File: src/rtl/spi_reg_pkg.sv
package spi_reg_pkg;
  localparam int BYTE_W = 8;
  localparam int ADDR_W = 5;
  localparam int CNT_W  = $clog2(BYTE_W);
  localparam int WR_BIT = BYTE_W - 1;

  function automatic logic cmd_is_write(input logic [BYTE_W-1:0] b);
    return b[WR_BIT];
  endfunction

  function automatic logic [ADDR_W-1:0] cmd_addr(input logic [BYTE_W-1:0] b);
    return b[ADDR_W-1:0];
  endfunction

  function automatic logic [BYTE_W-1:0] shift_out(input logic [BYTE_W-1:0] b);
    return {b[BYTE_W-2:0], 1'b0};
  endfunction
endpackage

File: src/rtl/spi_edge_detect.sv
module spi_edge_detect (
  input  logic clk,
  input  logic rst_n,
  input  logic sck,
  input  logic csb,
  output logic sck_rise,
  output logic sck_fall,
  output logic csb_fall,
  output logic csb_rise
);
  logic sck_q;
  logic csb_q;

  always_ff @(posedge clk) begin
    if (!rst_n) begin
      sck_q <= 1'b0;
      csb_q <= 1'b1;
    end else begin
      sck_q <= sck;
      csb_q <= csb;
    end
  end

  assign csb_fall = csb_q & ~csb;
  assign csb_rise = ~csb_q & csb;
  assign sck_rise = ~csb & sck & ~sck_q;
  assign sck_fall = ~csb & ~sck & sck_q;
endmodule

File: src/rtl/spi_frame_ctrl.sv
module spi_frame_ctrl
  import spi_reg_pkg::*;
(
  input  logic              clk,
  input  logic              rst_n,
  input  logic              di,
  input  logic              sck_rise,
  input  logic              sck_fall,
  input  logic              csb_fall,
  input  logic              csb_rise,
  output logic [ADDR_W-1:0] last_addr,
  output logic              addr_valid,
  output logic              load_evt,
  output logic              commit_evt,
  output logic [ADDR_W-1:0] wr_addr,
  output logic [BYTE_W-1:0] wr_data,
  output logic              rd_strobe,
  output logic [ADDR_W-1:0] rd_addr
);
  logic [BYTE_W-2:0] rx_q;
  logic [BYTE_W-1:0] rx_next;
  logic [CNT_W-1:0]  bit_cnt;
  logic              byte_end;
  logic              expect_data;
  logic              pend_wr;
  logic              load_pend;
  logic              rd_pend;

  assign rx_next    = {rx_q, di};
  assign byte_end   = sck_rise && (bit_cnt == CNT_W'(BYTE_W - 1));
  assign load_evt   = sck_fall && load_pend;
  assign commit_evt = csb_rise && pend_wr;

  always_ff @(posedge clk) begin
    if (!rst_n) begin
      rx_q        <= '0;
      bit_cnt     <= '0;
      expect_data <= 1'b0;
      pend_wr     <= 1'b0;
      load_pend   <= 1'b0;
      rd_pend     <= 1'b0;
      last_addr   <= '0;
      addr_valid  <= 1'b0;
      wr_addr     <= '0;
      wr_data     <= '0;
      rd_strobe   <= 1'b0;
      rd_addr     <= '0;
    end else begin
      rd_strobe <= 1'b0;
      if (csb_fall) begin
        bit_cnt     <= '0;
        expect_data <= 1'b0;
        pend_wr     <= 1'b0;
        load_pend   <= 1'b0;
        rd_pend     <= 1'b0;
      end else if (csb_rise) begin
        pend_wr <= 1'b0;
      end else begin
        if (sck_rise) begin
          rx_q    <= rx_next[BYTE_W-2:0];
          bit_cnt <= bit_cnt + 1'b1;
          pend_wr <= 1'b0;
        end
        if (byte_end) begin
          load_pend <= 1'b1;
          if (expect_data) begin
            wr_data     <= rx_next;
            pend_wr     <= 1'b1;
            expect_data <= 1'b0;
          end else begin
            last_addr  <= cmd_addr(rx_next);
            addr_valid <= 1'b1;
            if (cmd_is_write(rx_next)) begin
              expect_data <= 1'b1;
              wr_addr     <= cmd_addr(rx_next);
            end else begin
              rd_pend <= 1'b1;
            end
          end
        end
        if (load_evt) begin
          load_pend <= 1'b0;
          if (rd_pend) begin
            rd_strobe <= 1'b1;
            rd_addr   <= last_addr;
            rd_pend   <= 1'b0;
          end
        end
      end
    end
  end
endmodule

File: src/rtl/spi_tx_shift.sv
module spi_tx_shift
  import spi_reg_pkg::*;
(
  input  logic              clk,
  input  logic              rst_n,
  input  logic              csb_fall,
  input  logic              csb_rise,
  input  logic              sck_fall,
  input  logic              load_evt,
  input  logic [BYTE_W-1:0] load_data,
  output logic              do_o,
  output logic              do_oe
);
  logic [BYTE_W-1:0] tx_q;

  always_ff @(posedge clk) begin
    if (!rst_n) begin
      tx_q  <= '0;
      do_oe <= 1'b0;
    end else if (csb_fall) begin
      tx_q  <= load_data;
      do_oe <= 1'b1;
    end else if (csb_rise) begin
      do_oe <= 1'b0;
    end else if (load_evt) begin
      tx_q <= load_data;
    end else if (sck_fall) begin
      tx_q <= shift_out(tx_q);
    end
  end

  assign do_o = tx_q[BYTE_W-1];
endmodule

File: src/rtl/spi_reg_bank.sv
module spi_reg_bank
  import spi_reg_pkg::*;
#(
  parameter int N_CTRL    = 8,
  parameter int STAT_BASE = 16,
  parameter int N_STAT    = 4
) (
  input  logic                     clk,
  input  logic                     rst_n,
  input  logic                     wr_en,
  input  logic [ADDR_W-1:0]        wr_addr,
  input  logic [BYTE_W-1:0]        wr_data,
  input  logic [ADDR_W-1:0]        rd_addr,
  output logic [BYTE_W-1:0]        rd_data,
  input  logic [N_STAT*BYTE_W-1:0] status_in,
  output logic [N_CTRL*BYTE_W-1:0] ctrl_out
);
  for (genvar g = 0; g < N_CTRL; g++) begin : g_ctrl
    logic [BYTE_W-1:0] r_q;
    always_ff @(posedge clk) begin
      if (!rst_n) begin
        r_q <= '0;
      end else if (wr_en && (wr_addr == ADDR_W'(g))) begin
        r_q <= wr_data;
      end
    end
    assign ctrl_out[g*BYTE_W +: BYTE_W] = r_q;
  end

  always_comb begin
    rd_data = '0;
    for (int i = 0; i < N_CTRL; i++) begin
      if (rd_addr == ADDR_W'(i)) rd_data = ctrl_out[i*BYTE_W +: BYTE_W];
    end
    for (int j = 0; j < N_STAT; j++) begin
      if (rd_addr == ADDR_W'(STAT_BASE + j)) rd_data = status_in[j*BYTE_W +: BYTE_W];
    end
  end
endmodule

File: src/rtl/spi_reg_slave.sv
module spi_reg_slave
  import spi_reg_pkg::*;
#(
  parameter int N_CTRL    = 8,
  parameter int STAT_BASE = 16,
  parameter int N_STAT    = 4
) (
  input  logic                     clk,
  input  logic                     rst_n,
  input  logic                     sck,
  input  logic                     csb,
  input  logic                     di,
  output logic                     do_o,
  output logic                     do_oe,
  input  logic [N_STAT*BYTE_W-1:0] status_in,
  output logic [N_CTRL*BYTE_W-1:0] ctrl_out,
  output logic                     rd_strobe,
  output logic [ADDR_W-1:0]        rd_addr
);
  logic              sck_rise_evt;
  logic              sck_fall_evt;
  logic              csb_fall_evt;
  logic              csb_rise_evt;
  logic              load_evt;
  logic              commit_evt;
  logic [ADDR_W-1:0] last_addr;
  logic              addr_valid;
  logic [ADDR_W-1:0] wr_addr;
  logic [BYTE_W-1:0] wr_data;
  logic [BYTE_W-1:0] bank_rdata;
  logic [BYTE_W-1:0] load_data;

  spi_edge_detect u_edge (
    .clk      (clk),
    .rst_n    (rst_n),
    .sck      (sck),
    .csb      (csb),
    .sck_rise (sck_rise_evt),
    .sck_fall (sck_fall_evt),
    .csb_fall (csb_fall_evt),
    .csb_rise (csb_rise_evt)
  );

  spi_frame_ctrl u_frame (
    .clk        (clk),
    .rst_n      (rst_n),
    .di         (di),
    .sck_rise   (sck_rise_evt),
    .sck_fall   (sck_fall_evt),
    .csb_fall   (csb_fall_evt),
    .csb_rise   (csb_rise_evt),
    .last_addr  (last_addr),
    .addr_valid (addr_valid),
    .load_evt   (load_evt),
    .commit_evt (commit_evt),
    .wr_addr    (wr_addr),
    .wr_data    (wr_data),
    .rd_strobe  (rd_strobe),
    .rd_addr    (rd_addr)
  );

  spi_reg_bank #(
    .N_CTRL    (N_CTRL),
    .STAT_BASE (STAT_BASE),
    .N_STAT    (N_STAT)
  ) u_bank (
    .clk       (clk),
    .rst_n     (rst_n),
    .wr_en     (commit_evt),
    .wr_addr   (wr_addr),
    .wr_data   (wr_data),
    .rd_addr   (last_addr),
    .rd_data   (bank_rdata),
    .status_in (status_in),
    .ctrl_out  (ctrl_out)
  );

  assign load_data = addr_valid ? bank_rdata : '0;

  spi_tx_shift u_tx (
    .clk       (clk),
    .rst_n     (rst_n),
    .csb_fall  (csb_fall_evt),
    .csb_rise  (csb_rise_evt),
    .sck_fall  (sck_fall_evt),
    .load_evt  (load_evt),
    .load_data (load_data),
    .do_o      (do_o),
    .do_oe     (do_oe)
  );
endmodule

File: config.mk
export PLATFORM = sky130hd
export DESIGN_NAME = spi_reg_slave
export DESIGN_NICKNAME = d
export VERILOG_FILES = /design/src/rtl/spi_reg_pkg.sv /design/src/rtl/spi_edge_detect.sv /design/src/rtl/spi_frame_ctrl.sv /design/src/rtl/spi_tx_shift.sv /design/src/rtl/spi_reg_bank.sv /design/src/rtl/spi_reg_slave.sv
export SDC_FILE = /design/constraint.sdc
export NUM_CORES = 1
export LEC_CHECK = 0
export BUFFER_PORTS_ARGS = -buffer_cell sky130_fd_sc_hd__buf_4
export CORE_MARGIN = 4
export CORE_UTILIZATION = 55
export CTS_CLUSTER_SIZE = 28
export DETAILED_ROUTE_END_ITERATION = 12
export HOLD_SLACK_MARGIN = 0.02
export PLACE_DENSITY = 0.84
export SYNTH_ARGS = -nofsm -noshare
export SYNTH_HDL_FRONTEND = slang
export SYNTH_SLANG_ARGS = --single-unit
File: constraint.sdc
create_clock -name clk -period 2.75 [get_ports clk]
set_clock_uncertainty 0.1 [all_clocks]
set_input_delay 0.4125 -clock clk [delete_from_list [all_inputs] [get_ports clk]]
set_output_delay 0.4125 -clock clk [all_outputs]
set_load 0.01 [all_outputs]
==> impl_metrics.ini <==
[placement]
post_dp_cell_area_mm2 = 0.006330
place_congestion = 0.9303
numPortBuffers = 108
dp_cells = 819
hpwl_um = 11620

[synth]
synthCells = 606
syn_area_per_cell_um2 = 9.023
synth_edf_count = 0
synthArstFlopShare_pct = 0
synth_ff_type = dfxtp_1
ys_types = 61
ys_ff_latch = 114
syn_area_mm2 = 0.005468
synth_nets = 647
ys_seq_area_share_pct = 41.74
yosys_warnings = 0

[die]
dieArea_mm2 = 0.01160
rows = 36
core_mm2 = 0.009729
io_pins = 109
die_w_um = 107.7
die_y_um = 107.7
start_util_pct = 56.20

[power]
p_per_area_mw_per_mm2 = 590.0
p_leak_nw = 2.917
ir_worst_vdd_uv = 402.7

[clock_network]
tritoncts = yes
insertion_delay_ns = 0.52
numCtsBuffers = 17
ctsResizeCount = 0
cts_buffer_depth = 2
cts-root-buf = clkbuf_8
clkSlewWorstSetupHoldPaths_ns = 0.06
ctsHoldBuffers = 0
postCtsSetupBuffers = 0
cts.sinks = 114
htree_levels = 4

[route]
drt-pass1-iter-count = 5
drtIter0Drc = 542
ant_nets = 0
num_vias = 5237
routed_via_density = 6.154
drc_errors = 0
finalWirelength_um = 16730
wl_per_cell_um = 19.66

[worst_setup_path]
critPathKind = register to register
arrival_ns = 2.77
crit_fanout = 25
crit_path_start_kind = register
r2r_cells = 5
crit_required_ns = 3.08
cp-end-kind = register
rrSetupSlack_ns = 0.31

[global_routing]
antenna_found_initial = 0
grt_pass1_vias = 5138
grt-ovfl-total = 0
grt_pass1_wl_um = 26470
grt_use_total_pct = 29.42
grt_max_degree = 37

[finish]
final_cell_area_mm2 = 0.006947
syn_to_final_growth_pct = 27.05
drive_gt1_share_pct = 24.79
fin_util_pct = 71.40
fin_cells = 851
diodes = 0
nets = 746

[sta]
fin_hold_ws_ns = 0.04890
setup_viol = 0
post-route-min-period_ns = 2.435
finalHoldViolCount = 0
tns_ns = 0
fmax_mhz = 410.6
slew_viol_final = 0
slew_headroom_pct = 36.29
rsz0062_at_grt = no
worst_pin_slew_ns = 0.9543
min_period_over_period_pct = 88.56

[worst_hold_path]
whs_path_depth = 3
hold_path.class = input port to register

[run]
maxCapViolCount = 0

[outcome]
status = finished clean
## area by class of cell
cell class	count	area (um^2)
Inverter	12	45.04
Sequential cell	114	2282
Tap cell	133	166.4
Timing Repair Buffer	127	965.9
Clock inverter	10	153.9
Fill cell	735	2783
Multi-Input combinational cell	433	2870
Clock buffer	22	462.9
## worst paths after layout
check	from	end
setup / recovery	u_frame.last_addr[2]	u_tx.tx_q[5]
hold / removal	csb	u_edge.csb_q
setup reg to reg	u_frame.last_addr[2]	u_tx.tx_q[5]
hold reg to reg	u_frame.wr_addr[2]	u_frame.wr_addr[2]
## worst max-delay path: stages (launching register included)
cell	delay [ns]
dfxtp_1	0.94
or3b_2	0.52
nor2_1	0.23
a222oi_1	0.17
o211a_1	0.18
a211oi_1	0.19
## layer usage
layer,wire [um],global-route usage (%)
met5,0,0
met4,851,14.61
met3,1524,8.518
met2,7865,47.91
met1,6491,35.37
## cells in the mapped netlist (6+ instances only)
cell,count,area (um^2)
buf_4,11,82.58
a21oi_1,34,170.2
buf_2,11,55.05
nand2_1,38,142.6
nand2b_1,7,43.79
o21ai_0,33,165.2
o211ai_1,6,45.04
nor2_1,103,386.6
mux2i_1,94,940.9
inv_1,11,41.29
dfxtp_1,114,2282
clkbuf_1,17,63.81
nand3_1,16,80.08
## cells by family (layout without fill, tap and decap cells)
group	after synthesis	count (layout)	share of synthesized area, %
AND/OR/NAND/NOR	209	209	18.19
flip-flops	114	114	41.74
AO/OA/AOI/OAI	118	118	13.64
multiplexers	101	101	19.47
buffers and inverters	59	171	5.881
XOR/XNOR	1	1	0.1602
adder cells (fa/ha/maj)	4	4	0.9154
## registers in the layout, indices dropped and copies added, names as in the netlist
register and flops:
u_bank.g_ctrl.r_q 64, u_frame.wr_data 8, u_tx.tx_q 8, u_frame.rx_q 7, u_frame.last_addr 5, u_frame.rd_addr 5
u_frame.wr_addr 5, u_frame.bit_cnt 3, u_edge.csb_q 1, u_edge.sck_q 1, u_frame.addr_valid 1, u_frame.expect_data 1
u_frame.load_pend 1, u_frame.pend_wr 1, u_frame.rd_pend 1, u_frame.rd_strobe 1, u_tx.do_oe 1
## cells in the final DEF (no fill, tap or decap), drive strengths merged, types with 4 or more instances in the layout
cell,netlist,layout
inv,12,13
ha,4,4
a22oi,4,4
clkinv,0,5
mux4,4,4
nor2,104,104
clkbuf,20,22
o211ai,6,6
o22ai,4,4
buf,27,127
mux2i,94,94
nor2b,5,5
nand4,4,4
o21ai,33,33
nand2,40,40
nor4b,5,5
nor3b,4,4
nand2b,7,7
nand3b,4,4
bufinv,0,4
dfxtp,114,114
nor3,6,6
a31oi,4,4
a21oi,34,34
nand3,17,17
## through the flow
step / power [mW] / setup WS [ns]
after floorplan: 1.783 / 0.5530
after global placement: 1.846 / 0.3184
after detailed placement: 1.850 / 0.2407
after CTS: 4.109 / 0.3848
after global routing: 4.205 / 0.1427
final: 4.098 / 0.3145
## where the power goes
group          total, mW  internal (mW)  switching [mW]
Clock               2.28           1.54           0.742
Sequential          1.67           1.66         0.00804
Combinational      0.148         0.0672          0.0811
Total               4.10           3.27           0.831
Power figures use the tool's default switching activity.
